--- src/rtl/fpcsr_pkg.sv ---
package fpcsr_pkg;
   localparam int FLAG_W = 5;
   localparam int RM_W   = 3;
   localparam int FCSR_W = FLAG_W + RM_W;

   typedef enum logic [1:0] {
      OP_WRITE = 2'd0,
      OP_SET   = 2'd1,
      OP_CLEAR = 2'd2,
      OP_RSVD  = 2'd3
   } acc_op_e;

   typedef enum logic [1:0] {
      VIEW_NONE  = 2'd0,
      VIEW_FLAGS = 2'd1,
      VIEW_RM    = 2'd2,
      VIEW_ALL   = 2'd3
   } acc_view_e;

   typedef struct packed {
      logic [RM_W-1:0]   rm;
      logic [FLAG_W-1:0] flags;
   } fcsr_t;
endpackage

--- src/rtl/fpcsr_decode.sv ---
module fpcsr_decode
   import fpcsr_pkg::*;
#(
   parameter int ADDR_W     = 12,
   parameter int ADDR_FLAGS = 1,
   parameter int ADDR_RM    = 2,
   parameter int ADDR_ALL   = 3
) (
   input  logic              req,
   input  logic [ADDR_W-1:0] addr,
   input  logic [1:0]        op,
   output acc_view_e         view,
   output logic              illegal,
   output logic              commit
);
   initial begin
      if (ADDR_FLAGS == ADDR_RM || ADDR_FLAGS == ADDR_ALL || ADDR_RM == ADDR_ALL)
         $error("fpcsr_decode: register addresses must differ");
      if (ADDR_W < 2) $error("fpcsr_decode: ADDR_W too small");
   end

   localparam logic [ADDR_W-1:0] A_FLAGS = ADDR_W'(ADDR_FLAGS);
   localparam logic [ADDR_W-1:0] A_RM    = ADDR_W'(ADDR_RM);
   localparam logic [ADDR_W-1:0] A_ALL   = ADDR_W'(ADDR_ALL);

   always_comb begin
      view = VIEW_NONE;
      if (addr == A_FLAGS)    view = VIEW_FLAGS;
      else if (addr == A_RM)  view = VIEW_RM;
      else if (addr == A_ALL) view = VIEW_ALL;
   end

   always_comb begin
      illegal = req && ((view == VIEW_NONE) || (acc_op_e'(op) == OP_RSVD));
      commit  = req && !illegal;
   end
endmodule

--- src/rtl/fpcsr_rmw.sv ---
module fpcsr_rmw
   import fpcsr_pkg::*;
#(
   parameter int XLEN   = 32,
   parameter int UIMM_W = 5
) (
   input  fcsr_t             cur,
   input  acc_view_e         view,
   input  logic [1:0]        op,
   input  logic              commit,
   input  logic              use_imm,
   input  logic [XLEN-1:0]   reg_val,
   input  logic [UIMM_W-1:0] imm,
   output logic [XLEN-1:0]   old_val,
   output fcsr_t             nxt
);
   initial begin
      if (XLEN < FCSR_W) $error("fpcsr_rmw: XLEN must hold the combined register");
      if (UIMM_W > XLEN) $error("fpcsr_rmw: immediate wider than XLEN");
   end

   localparam logic [FCSR_W-1:0] MASK_FLAGS = FCSR_W'((1 << FLAG_W) - 1);
   localparam logic [FCSR_W-1:0] MASK_RM    = FCSR_W'((1 << RM_W) - 1);
   localparam logic [FCSR_W-1:0] MASK_ALL   = {FCSR_W{1'b1}};

   logic [XLEN-1:0]   operand;
   logic [FCSR_W-1:0] opnd8;
   logic [FCSR_W-1:0] old8;
   logic [FCSR_W-1:0] mask8;
   logic [FCSR_W-1:0] mod8;

   always_comb begin
      operand = use_imm ? XLEN'(imm) : reg_val;
      opnd8   = operand[FCSR_W-1:0];
   end

   always_comb begin
      unique case (view)
         VIEW_FLAGS: begin old8 = FCSR_W'(cur.flags); mask8 = MASK_FLAGS; end
         VIEW_RM:    begin old8 = FCSR_W'(cur.rm);    mask8 = MASK_RM;    end
         VIEW_ALL:   begin old8 = cur;                mask8 = MASK_ALL;   end
         default:    begin old8 = '0;                 mask8 = '0;         end
      endcase
   end

   for (genvar b = 0; b < FCSR_W; b++) begin : g_bit
      always_comb begin
         unique case (acc_op_e'(op))
            OP_WRITE: mod8[b] = opnd8[b] & mask8[b];
            OP_SET:   mod8[b] = (old8[b] | opnd8[b]) & mask8[b];
            OP_CLEAR: mod8[b] = old8[b] & ~opnd8[b] & mask8[b];
            default:  mod8[b] = old8[b];
         endcase
      end
   end

   always_comb begin
      nxt = cur;
      if (commit) begin
         unique case (view)
            VIEW_FLAGS: nxt.flags = mod8[FLAG_W-1:0];
            VIEW_RM:    nxt.rm    = mod8[RM_W-1:0];
            VIEW_ALL:   nxt       = mod8;
            default:    nxt       = cur;
         endcase
      end
      old_val = commit ? XLEN'(old8) : '0;
   end
endmodule

--- src/rtl/fpcsr_rm_resolve.sv ---
module fpcsr_rm_resolve #(
   parameter int RM_BITS  = 3,
   parameter int DYN_CODE = 7
) (
   input  logic [RM_BITS-1:0] insn_rm,
   input  logic [RM_BITS-1:0] stored_rm,
   output logic [RM_BITS-1:0] eff_rm
);
   initial begin
      if (DYN_CODE >= (1 << RM_BITS)) $error("fpcsr_rm_resolve: dynamic code out of range");
   end

   localparam logic [RM_BITS-1:0] DYN = RM_BITS'(DYN_CODE);

   always_comb eff_rm = (insn_rm == DYN) ? stored_rm : insn_rm;
endmodule

--- src/rtl/fpcsr_unit.sv ---
module fpcsr_unit
   import fpcsr_pkg::*;
#(
   parameter int XLEN       = 32,
   parameter int ADDR_W     = 12,
   parameter int UIMM_W     = 5,
   parameter int ADDR_FLAGS = 1,
   parameter int ADDR_RM    = 2,
   parameter int ADDR_ALL   = 3,
   parameter int DYN_CODE   = 7
) (
   input  logic              clk,
   input  logic              rst_n,
   input  logic              acc_req,
   input  logic [ADDR_W-1:0] acc_addr,
   input  logic [1:0]        acc_op,
   input  logic              acc_use_imm,
   input  logic [XLEN-1:0]   acc_reg_val,
   input  logic [UIMM_W-1:0] acc_imm,
   output logic [XLEN-1:0]   acc_rdata,
   output logic              acc_illegal,
   input  logic [2:0]        insn_rm,
   output logic [2:0]        eff_rm,
   input  logic              fpu_done,
   input  logic [4:0]        fpu_flags
);
   initial begin
      if (RM_W != 3 || FLAG_W != 5) $error("fpcsr_unit: field widths disagree with ports");
   end

   fcsr_t     state_q;
   fcsr_t     acc_nxt;
   fcsr_t     state_d;
   acc_view_e view;
   logic      commit;

   fpcsr_decode #(
      .ADDR_W(ADDR_W), .ADDR_FLAGS(ADDR_FLAGS), .ADDR_RM(ADDR_RM), .ADDR_ALL(ADDR_ALL)
   ) u_decode (
      .req(acc_req), .addr(acc_addr), .op(acc_op),
      .view(view), .illegal(acc_illegal), .commit(commit)
   );

   fpcsr_rmw #(.XLEN(XLEN), .UIMM_W(UIMM_W)) u_rmw (
      .cur(state_q), .view(view), .op(acc_op), .commit(commit),
      .use_imm(acc_use_imm), .reg_val(acc_reg_val), .imm(acc_imm),
      .old_val(acc_rdata), .nxt(acc_nxt)
   );

   fpcsr_rm_resolve #(.RM_BITS(RM_W), .DYN_CODE(DYN_CODE)) u_rm (
      .insn_rm(insn_rm), .stored_rm(state_q.rm), .eff_rm(eff_rm)
   );

   // accrued flags are applied after the access result
   always_comb begin
      state_d = acc_nxt;
      if (fpu_done) state_d.flags = acc_nxt.flags | fpu_flags;
   end

   always_ff @(posedge clk or negedge rst_n) begin
      if (!rst_n) state_q <= '0;
      else        state_q <= state_d;
   end


   illegal_hold_chk: assert property (@(posedge clk) disable iff (!rst_n)
      (acc_req && acc_illegal && !fpu_done) |=> $stable(state_q));


   illegal_zero_chk: assert property (@(posedge clk) disable iff (!rst_n)
      acc_illegal |-> (acc_rdata == '0));


   accrue_sticky_chk: assert property (@(posedge clk) disable iff (!rst_n)
      fpu_done |=> ((state_q.flags & $past(fpu_flags)) == $past(fpu_flags)));


   flags_keep_chk: assert property (@(posedge clk) disable iff (!rst_n)
      !acc_req |=> ((state_q.flags & $past(state_q.flags)) == $past(state_q.flags)));


   rm_idle_chk: assert property (@(posedge clk) disable iff (!rst_n)
      (!acc_req || acc_addr == ADDR_W'(ADDR_FLAGS)) |=> $stable(state_q.rm));


   dyn_rm_chk: assert property (@(posedge clk) disable iff (!rst_n)
      (insn_rm == 3'(DYN_CODE)) |-> (eff_rm == state_q.rm));
endmodule

--- config.mk ---
export PLATFORM = sky130hd
export DESIGN_NAME = fpcsr_unit
export DESIGN_NICKNAME = d
export VERILOG_FILES = /design/src/rtl/fpcsr_pkg.sv /design/src/rtl/fpcsr_decode.sv /design/src/rtl/fpcsr_rmw.sv /design/src/rtl/fpcsr_rm_resolve.sv /design/src/rtl/fpcsr_unit.sv
export SDC_FILE = /design/constraint.sdc
export NUM_CORES = 1
export LEC_CHECK = 0
export BUFFER_PORTS_ARGS = -buffer_cell sky130_fd_sc_hd__buf_4
export CAP_MARGIN = 20
export CORE_MARGIN = 2
export CORE_UTILIZATION = 37
export CTS_CLUSTER_DIAMETER = 120
export DETAILED_ROUTE_END_ITERATION = 8
export PLACE_DENSITY = 0.8
export RECOVER_POWER = 25
export SLEW_MARGIN = 20
export SYNTH_ARGS = -nofsm -noshare
export SYNTH_HDL_FRONTEND = slang
export SYNTH_HIERARCHICAL = 1
export SYNTH_SLANG_ARGS = --single-unit
--- constraint.sdc ---
create_clock -name clk -period 2.6 [get_ports clk]
set_input_delay 0.26 -clock clk [delete_from_list [all_inputs] [get_ports clk]]
set_output_delay 0.26 -clock clk [all_outputs]
set_load 0.005 [all_outputs]
# Word-level counts from Yosys, hierarchy flattened

Cells that the tools add are included.

Bits in registers: 8
Word-level logic and storage cells: 90

Eq/ne operators: 10
Mux-type cells: 20
Bitwise gates (word level): 49
Reduce and logical (&&, ||, !) cells: 9

Operators with widths:

| operator              | number |
|---|---|
| $pmux W8 S3           | 2 |
| $and A1 B1 Y1         | 32 |
| $eq A12 B2 Y1 const B | 2 |
| $pmux W1 S3           | 8 |
| $mux W8               | 2 |
| $mux W5               | 3 |
| $eq A12 B1 Y1 const B | 1 |
| $eq A2 B2 Y1 const B  | 4 |
| $not A1 Y1            | 8 |
| $or A1 B1 Y1          | 8 |
| $mux W2               | 3 |
| $pmux W3 S2           | 1 |
| $or A5 B5 Y5          | 1 |
| $eq A2 B1 Y1 const B  | 2 |
| $logic_not A2 Y1      | 2 |
| $eq A3 B3 Y1 const B  | 1 |
| $mux W3               | 1 |
| $logic_and A1 B1 Y1   | 2 |
| $reduce_and A2 Y1     | 1 |
| $reduce_bool A2 Y1    | 1 |
| $reduce_or A2 Y1      | 1 |
| $logic_not A1 Y1      | 1 |
| $logic_or A1 B1 Y1    | 1 |

# Logic depth before layout (Yosys ltp)

Gate-level depths: netlist (run 1).

Depth in word-level cells: 13
Gate-level depth with buffers: 9

# Modules after synthesis

The synthesis (run 1) kept the hierarchy.

By module, submodules not included:

| module           | times used | cells each | area an instance (um2) | seq. area each (um2) |
|---|---|---|---|---|
| fpcsr_rmw        | 1          | 108        | 738.2                  | 0.0 |
| fpcsr_unit       | 1          | 13         | 237.7                  | 200.2 |
| fpcsr_decode     | 1          | 9          | 77.6                   | 0.0 |
| fpcsr_rm_resolve | 1          | 7          | 36.3                   | 0.0 |

# Least setup slack after synthesis (run 1)

Ideal clock, no wire load.

Path kind: input-to-reg
From: input acc_addr[7]
To: register state_q[1] in the netlist's numbering
Setup time: 0.118 ns
Arrival: 2.091 ns
Required time: 2.482 ns
Path slack: 0.391 ns
Cell stages on the path: 8
Path buffers: 0
Path through: or4_4 -> nor4_4 -> and2_2 -> nor3b_2 -> a221o_1 -> a32oi_1 -> o21ai_0 -> a21o_1

RTL lines:

| what                 | RTL line         | text |
|---|---|---|
| from (decl)          | fpcsr_unit.sv:15 | `input logic [ADDR_W-1:0] acc_addr,` |
| to (signal assigned) | fpcsr_unit.sv:62 | `else state_q <= state_d;` |
| to (decl)            | fpcsr_unit.sv:31 | `fcsr_t state_q;` |

# Worst setup path after layout (run 1)

From: input acc_addr[7]
To: output acc_rdata[2]

Cells in the longest elaborated chain, start to end: 10

RTL lines:

| what                | RTL line           | text |
|---|---|---|
| $eq A12 B2 Y1       | fpcsr_decode.sv:30 | `else if (addr == A_ALL) view = VIEW_ALL;` |
| $mux W2             | fpcsr_decode.sv:30 |  |
| $mux W2             | fpcsr_decode.sv:29 | `else if (addr == A_RM) view = VIEW_RM;` |
| $mux W2 (*)         | fpcsr_decode.sv:28 | `if (addr == A_FLAGS) view = VIEW_FLAGS;` |
| net view[0]         | fpcsr_unit.sv:34   | `acc_view_e view;` |
| $logic_not A2 Y1    | fpcsr_decode.sv:34 | `illegal = req && ((view == VIEW_NONE) \|\| (acc_op_e'(op) == OP_RSVD));` |
| $logic_or A1 B1 Y1  | fpcsr_decode.sv:34 |  |
| $logic_and A1 B1 Y1 | fpcsr_decode.sv:34 |  |
| $logic_not A1 Y1    | fpcsr_decode.sv:35 | `commit = req && !illegal;` |
| $logic_and A1 B1 Y1 | fpcsr_decode.sv:35 |  |
| $mux W8 (*)         | fpcsr_rmw.sv:67    | `old_val = commit ? XLEN'(old8) : '0;` |
| to (decl)           | fpcsr_unit.sv:20   | `output logic [XLEN-1:0] acc_rdata,` |

Mark *: on every way through the listed nets, which the timed path passes. The rest lies on a longest branch.

==> results of run 1 <==
## timing repair
item,4_1_cts,5_1_grt
hold buffers,1,0
buffers inserted,0,0
gates resized for setup,0,0
hold endpoints to repair,8,0
## critical path: stages
cell and delay (ns):
buf_4 0.11, or4_4 0.53, nor4_4 0.26, and2_2 0.27, buf_12 0.14, nor2b_1 0.07, a22o_1 0.21, and2_1 0.15
buf_4 0.13
## kinds of logic (layout without fill, tap and decap cells)
group,Yosys count,after routing,synth area share [%]
and+or+nand+nor,44,44,23.9
adders and majority gates,3,3,3.44
AOI/OAI and AO/OA,40,40,26.9
other,1,24,0.344
DFF,8,8,18.4
buffers and inverters,36,67,21.5
muxes,5,5,5.63
## power breakdown
group / switching, W / total (W) / internal [W]
Sequential: 0.000000000168 / 0.000125 / 0.000125
Clock: 0.0000395 / 0.0000922 / 0.0000526
Combinational: 0.0000512 / 0.000114 / 0.0000632
Total: 0.0000908 / 0.000331 / 0.000241
## cell type report
type,count,area [sq um]
Fill cell,290,1320
Sequential cell,8,200
Tap cell,31,38.8
Multi-Input combinational cell,116,742
Clock buffer,3,22.5
Timing Repair Buffer,55,424
Inverter,9,33.8
## path summary, 6_finish.rpt
| kind | slack, ns | cells past startpoint | to | from |
|---|---|---|---|---|
| setup / recovery | 0.22 | 9 | acc_rdata[2] | acc_addr[7] |
| hold / removal | 0.21 | 2 | state_q[0] | fpu_flags[0] |
| setup reg to reg | 1.13 | 4 | state_q[2] | state_q[7] |
| hold reg to reg | 0.57 | 2 | state_q[4] | state_q[4] |
| max in group asynchronous | 1.85 | 2 | state_q[4] | rst_n |
| min in group asynchronous | 0.45 | 2 | state_q[7] | rst_n |
## synth_stat cells, types with 2 or more instances
master | n | area, sq um
buf_4 | 24 | 180
nand2_1 | 13 | 48.8
o21ai_0 | 11 | 55.1
inv_1 | 9 | 33.8
dfrtp_1 | 8 | 200
a221o_1 | 6 | 60.1
and3_1 | 6 | 37.5
a21o_1 | 5 | 37.5
nor2_1 | 5 | 18.8
and2_1 | 4 | 25.0
a21oi_1 | 3 | 15.0
a22o_1 | 3 | 26.3
a32oi_1 | 3 | 26.3
ha_1 | 3 | 37.5
o311ai_1 | 3 | 26.3
or3_1 | 3 | 18.8
a31oi_1 | 2 | 12.5
and2_2 | 2 | 15.0
mux2_4 | 2 | 30.0
mux2i_1 | 2 | 20.0
nor2b_1 | 2 | 12.5
nor3_1 | 2 | 10.0
o2bb2ai_1 | 2 | 17.5
## metrics by stage
step / hold slack (ns) / std cells
2_1_floorplan: -0.0356 / 160
3_3_place_gp: 0.0805 / 218
6_report: 0.213 / 222
4_1_cts: 0.204 / 222
3_5_place_dp: 0.0819 / 218
5_1_grt: 0.202 / 222
## layer usage
layer / routed length, microns / vias to the layer above / share of wire, %
met1: 1080 / 524 / 40
li1: - / 565 / -
met5: 0 / - / 0
met3: 203 / 0 / 7.5
met2: 1430 / 54 / 53
met4: 0 / 0 / 0
==> results.json, run 1 <==
{
  "grtUsageMet3_pct": 4.46,
  "finalPower_w": 0.000331,
  "dr.pass1.iters": 4,
  "avgRoutedWirePerCell_microns": 12.2,
  "numCtsBuffers": 3,
  "synth_edf_count": 0,
  "synth_cell_type_count": 37,
  "drv_slew": 0,
  "grt_start_max_net_pins": 13,
  "cap_violations": 0,
  "num-nets-final": 260,
  "crit_fanout": 11,
  "clk_pin_slew_ns": 0.05,
  "ys_seq_area_share_pct": 18.4,
  "track_usage_pct": 16.1,
  "fin_area_sq_um": 1460,
  "mostFrequentLayoutCell": "buf_4",
  "synth_area_per_cell_sq_um": 7.95,
  "syn_inst": 137,
  "pre_cts_slack_ns": 0.0446,
  "root_buffer": "clkbuf_4",
  "ir_drop_uv": 295,
  "core_area_sq_um": 2780,
  "reg_top3": "state_q (8)",
  "ys_warn_count": 6,
  "cts_sinks": 8,
  "fin_setup_tns_ns": 0,
  "cts_tree": "yes",
  "cp.required_ns": 2.34,
  "path_class": "input port to output port",
  "rows": 19,
  "cts_max_path_buffers": 2,
  "htreeDepth": 1,
  "arrival_ns": 2.12,
  "synth-main-ff-cell": "dfrtp_1",
  "met1_usage_pct": 19.6,
  "final_cell_mix": "buf_4 (52), conb_1 (24), nand2_1 (13)",
  "grt_overflow_total": 0,
  "antenna_found_initial": 0,
  "grt_pass1_wl_microns": 4220,
  "drc": 0,
  "final_layout_size_suffix_gt1_share_pct": 34.0,
  "placed_area_sq_um": 1430,
  "outcome": "finished, final reports clean",
  "leakagePower_nw": 0.740,
  "endpoint_kind": "output port",
  "timing.final.crit_share_pct": 91.7,
  "fp.dieArea_sq_um": 3400,
  "diodes": 0,
  "via_count": 1143,
  "drt-initial-drc-count": 32,
  "clock_skew_ns": 0.000406,
  "detail-route-antenna-nets": 0,
  "drt_wl_total_microns": 2720,
  "largest_reg_flops": 8,
  "ys_ff_latch": 8,
  "min_path_type": "input port to register",
  "grt.busiest_layer": "met2",
  "via_per_inst": 5.15,
  "top_register": "state_q",
  "area_growth_pct": 34.1,
  "start_util_pct": 39.2,
  "setup_ws_ns": 0.216,
  "async_reset_ff_share_pct": 100,
  "dieWidth_microns": 58.3,
  "port-buffer-count": 51,
  "fmax_ghz": 0.419,
  "num_io_pins": 100,
  "rsz0062_at_grt": "false",
  "die_h_microns": 58.3,
  "use_met2_pct": 28.6,
  "grt_pass1_vias": 990,
  "synth_area_sq_um": 1090,
  "cp-start-kind": "input port",
  "min_period_ns": 2.38,
  "pwr_density_cell_nw_per_um2": 227,
  "hold_viol_final": 0,
  "fin_util_pct": 52.5,
  "setup_viol": 0,
  "gp_congestion": 0.873,
  "worstSkewPairLatency_ns": 0.25,
  "dp_hpwl_microns": 2270
}
Power figures use the tool's default switching activity.
==> inputs of run 2 (changes only) <==
--- a/config.mk
+++ b/config.mk
@@ -11,10 +11,9 @@
 export CORE_UTILIZATION = 37
 export CTS_CLUSTER_DIAMETER = 120
 export DETAILED_ROUTE_END_ITERATION = 8
-export PLACE_DENSITY = 0.8
-export RECOVER_POWER = 25
+export MAX_ROUTING_LAYER = met4
+export PLACE_DENSITY = 0.81
 export SLEW_MARGIN = 20
 export SYNTH_ARGS = -nofsm -noshare
 export SYNTH_HDL_FRONTEND = slang
-export SYNTH_HIERARCHICAL = 1
 export SYNTH_SLANG_ARGS = --single-unit
==> run 2 against run 1 <==
- via count shrank 9.3%
- register-to-register slack gained 0.35 ns
- total power grew 2.8%
- synthesized cell count shrank 2.9%
- largest cell class unchanged
- sequential power is essentially flat
==> results.json, run 2 <==
{
  "pwr_density_cell_nw_per_um2": 245,
  "drc": 0,
  "worstSkewPairLatency_ns": 0.24,
  "cp_slowest_cell": "ha_1",
  "r2r-start": "state_q[5]",
  "min-delay-start": "fpu_flags[3]",
  "drv_slew": 0,
  "dieWidth_microns": 57.2,
  "avgRoutedWirePerCell_microns": 11.4,
  "drt-initial-drc-count": 22,
  "grt_pass1_wl_microns": 4050,
  "num_io_pins": 100,
  "dp_hpwl_microns": 2140,
  "cap_violations": 0,
  "hold_viol_final": 0,
  "cts_max_path_buffers": 2,
  "synth_edf_count": 0,
  "cts_setup_buffers": 0,
  "synth_common_cells": "buf_4 (24), nand2_1 (15), a21oi_1 (9)",
  "pre_cts_slack_ns": 0.744,
  "syn_inst": 133,
  "reg_top3": "state_q (8)",
  "antenna_found_initial": 0,
  "synth_top_area_share_pct": 19.1,
  "r2r_cells": 4,
  "via_per_inst": 4.80,
  "htreeDepth": 1,
  "port-buffer-count": 51,
  "grt.busiest_layer": "met2",
  "cp-start-kind": "input port",
  "crit_path_cell_trace": "buf_4 -> ha_1 -> o21ba_2 -> nand4_1 -> inv_1 -> nand3_1 -> nor2_1 -> buf_4",
  "cts_tree": "yes",
  "grt_start_max_net_pins": 11,
  "synth_area_leaders": "dfrtp_1 (19%), buf_4 (17%), nand2_1 (5.4%)",
  "drt_wl_total_microns": 2460,
  "track_usage_pct": 15.6,
  "synth_cell_type_count": 36,
  "rrSetupSlack_ns": 1.48,
  "synth-main-ff-cell": "dfrtp_1",
  "reg2reg_to": "state_q[0]",
  "path_class": "input port to output port",
  "start_util_pct": 38.3,
  "detail-route-antenna-nets": 0,
  "min_path_type": "input port to register",
  "root_buffer": "clkbuf_4",
  "met1_usage_pct": 21.1,
  "diodes": 0,
  "crit_fanout": 6,
  "leakagePower_nw": 0.693,
  "min_to": "state_q[3]",
  "core_area_sq_um": 2730,
  "grt_pass1_vias": 962,
  "cts_sinks": 8,
  "min_period_ns": 1.85,
  "fmax_ghz": 0.539,
  "setup_viol": 0,
  "use_met2_pct": 24.8,
  "numCtsBuffers": 3,
  "grt_overflow_total": 0,
  "mostFrequentLayoutCell": "buf_4",
  "num-nets-final": 254,
  "largest_reg_flops": 8,
  "clock_skew_ns": 0.00328,
  "ys_warn_count": 0,
  "rows": 19,
  "outcome": "finished, final reports clean",
  "arrival_ns": 1.59,
  "cp.required_ns": 2.34,
  "synth_area_per_cell_sq_um": 7.87,
  "rsz0062_at_grt": "false",
  "ys_ff_latch": 8,
  "via_count": 1037,
  "grtUsageMet3_pct": 2.49,
  "crit_buf_inv": 3,
  "gp_congestion": 0.871,
  "area_growth_pct": 32.9,
  "setup_ws_ns": 0.746,
  "hold_path_depth": 3,
  "endpoint_kind": "output port",
  "synth_top_cell_by_area": "dfrtp_1",
  "ir_drop_uv": 217,
  "timing.final.crit_share_pct": 71.3,
  "fin_setup_tns_ns": 0,
  "top_register": "state_q",
  "ys_seq_area_share_pct": 19.1,
  "async_reset_ff_share_pct": 100,
  "clk_pin_slew_ns": 0.05,
  "worst_path_most_repeated_cell": "buf_4",
  "final_cell_mix": "buf_4 (51), conb_1 (24), nand2_1 (15)",
  "final_layout_size_suffix_gt1_share_pct": 35.1,
  "die_h_microns": 57.2,
  "synth_area_sq_um": 1050,
  "max_stage_delay_ns": 0.27,
  "fp.dieArea_sq_um": 3270,
  "dr.pass1.iters": 4,
  "synth.most_common_cell": "buf_4",
  "path_delay_family": "simple AND/OR/NAND/NOR gates"
}
run 2: cell count changes in the layout (fill, tap and decap cells not counted), sizes merged, moves of 5 or more:
cell / before / now
a21oi: 3 / 9
a221o: 6 / 0
a22oi: 0 / 6
inv: 9 / 4
a21o: 5 / 0
run 2: final cells by class:
class                           count  area (sq um)
Fill cell                         288          1340
Multi-Input combinational cell    118           722
Timing Repair Buffer               52           393
Sequential cell                     8           200
Tap cell                           31          38.8
Clock buffer                        3          22.5
Inverter                            4          15.0
run 2: worst min-delay path, delay by kind of cell:
family          cells  cell delay, ns
simple gates        1            0.04
buf+inv             1            0.07
compound gates      1            0.08
run 2: layer usage:
| metal | wire (microns) | part of all wire (%) | vias up |
|---|---|---|---|
| li1 | - | - | 529 |
| met1 | 1100 | 45 | 466 |
| met2 | 1200 | 49 | 42 |
| met5 | 0 | 0 | - |
| met4 | 0 | 0 | 0 |
| met3 | 163 | 6.6 | 0 |
run 2: how the worst max path moves through the flow:
stage | from | endpoint | slack [ns] | cells after the start
final | acc_op[0] | acc_rdata[1] | 0.75 | 8
after global routing | acc_op[0] | acc_rdata[1] | 0.61 | 8
after CTS | acc_op[0] | acc_rdata[1] | 0.73 | 8
after detailed placement | acc_op[0] | acc_rdata[0] | 0.74 | 8
after global placement | acc_op[0] | acc_rdata[1] | 0.79 | 8
after floorplan | acc_op[0] | acc_rdata[0] | 1.14 | 6
run 2: logic make-up (layout without fill, tap and decap cells):
logic type	count (synthesis)	in the layout	synth area share, %
compound gates	36	36	22.9
fa+ha+maj	3	3	3.58
buf+inv	30	59	20.2
flops	8	8	19.1
mux	5	5	4.78
other cells	1	24	0.358
simple gates	50	50	29.0
run 2: repair_timing:
action / CTS / global route
gates resized for setup: 0 / 0
hold buffers: 1 / 0
endpoints found under the hold margin: 8 / 0
run 2: metrics by stage:
step           instances  cell area (sq um)  util, %  power [W]  hold slack, ns
2_1_floorplan        156               1130        -   0.000210         -0.0356
3_3_place_gp         212               1360     49.7   0.000249          0.0838
3_5_place_dp         212               1360     49.7   0.000251          0.0825
4_1_cts              216               1390     50.9   0.000345           0.239
5_1_grt              216               1390     50.9   0.000367           0.249
6_report             216               1390     50.9   0.000341           0.244
run 2: where the power goes:
group	internal, W	switching [W]
logic	0.0000643	0.0000597
clock network	0.0000525	0.0000378
registers	0.000125	0.000000857
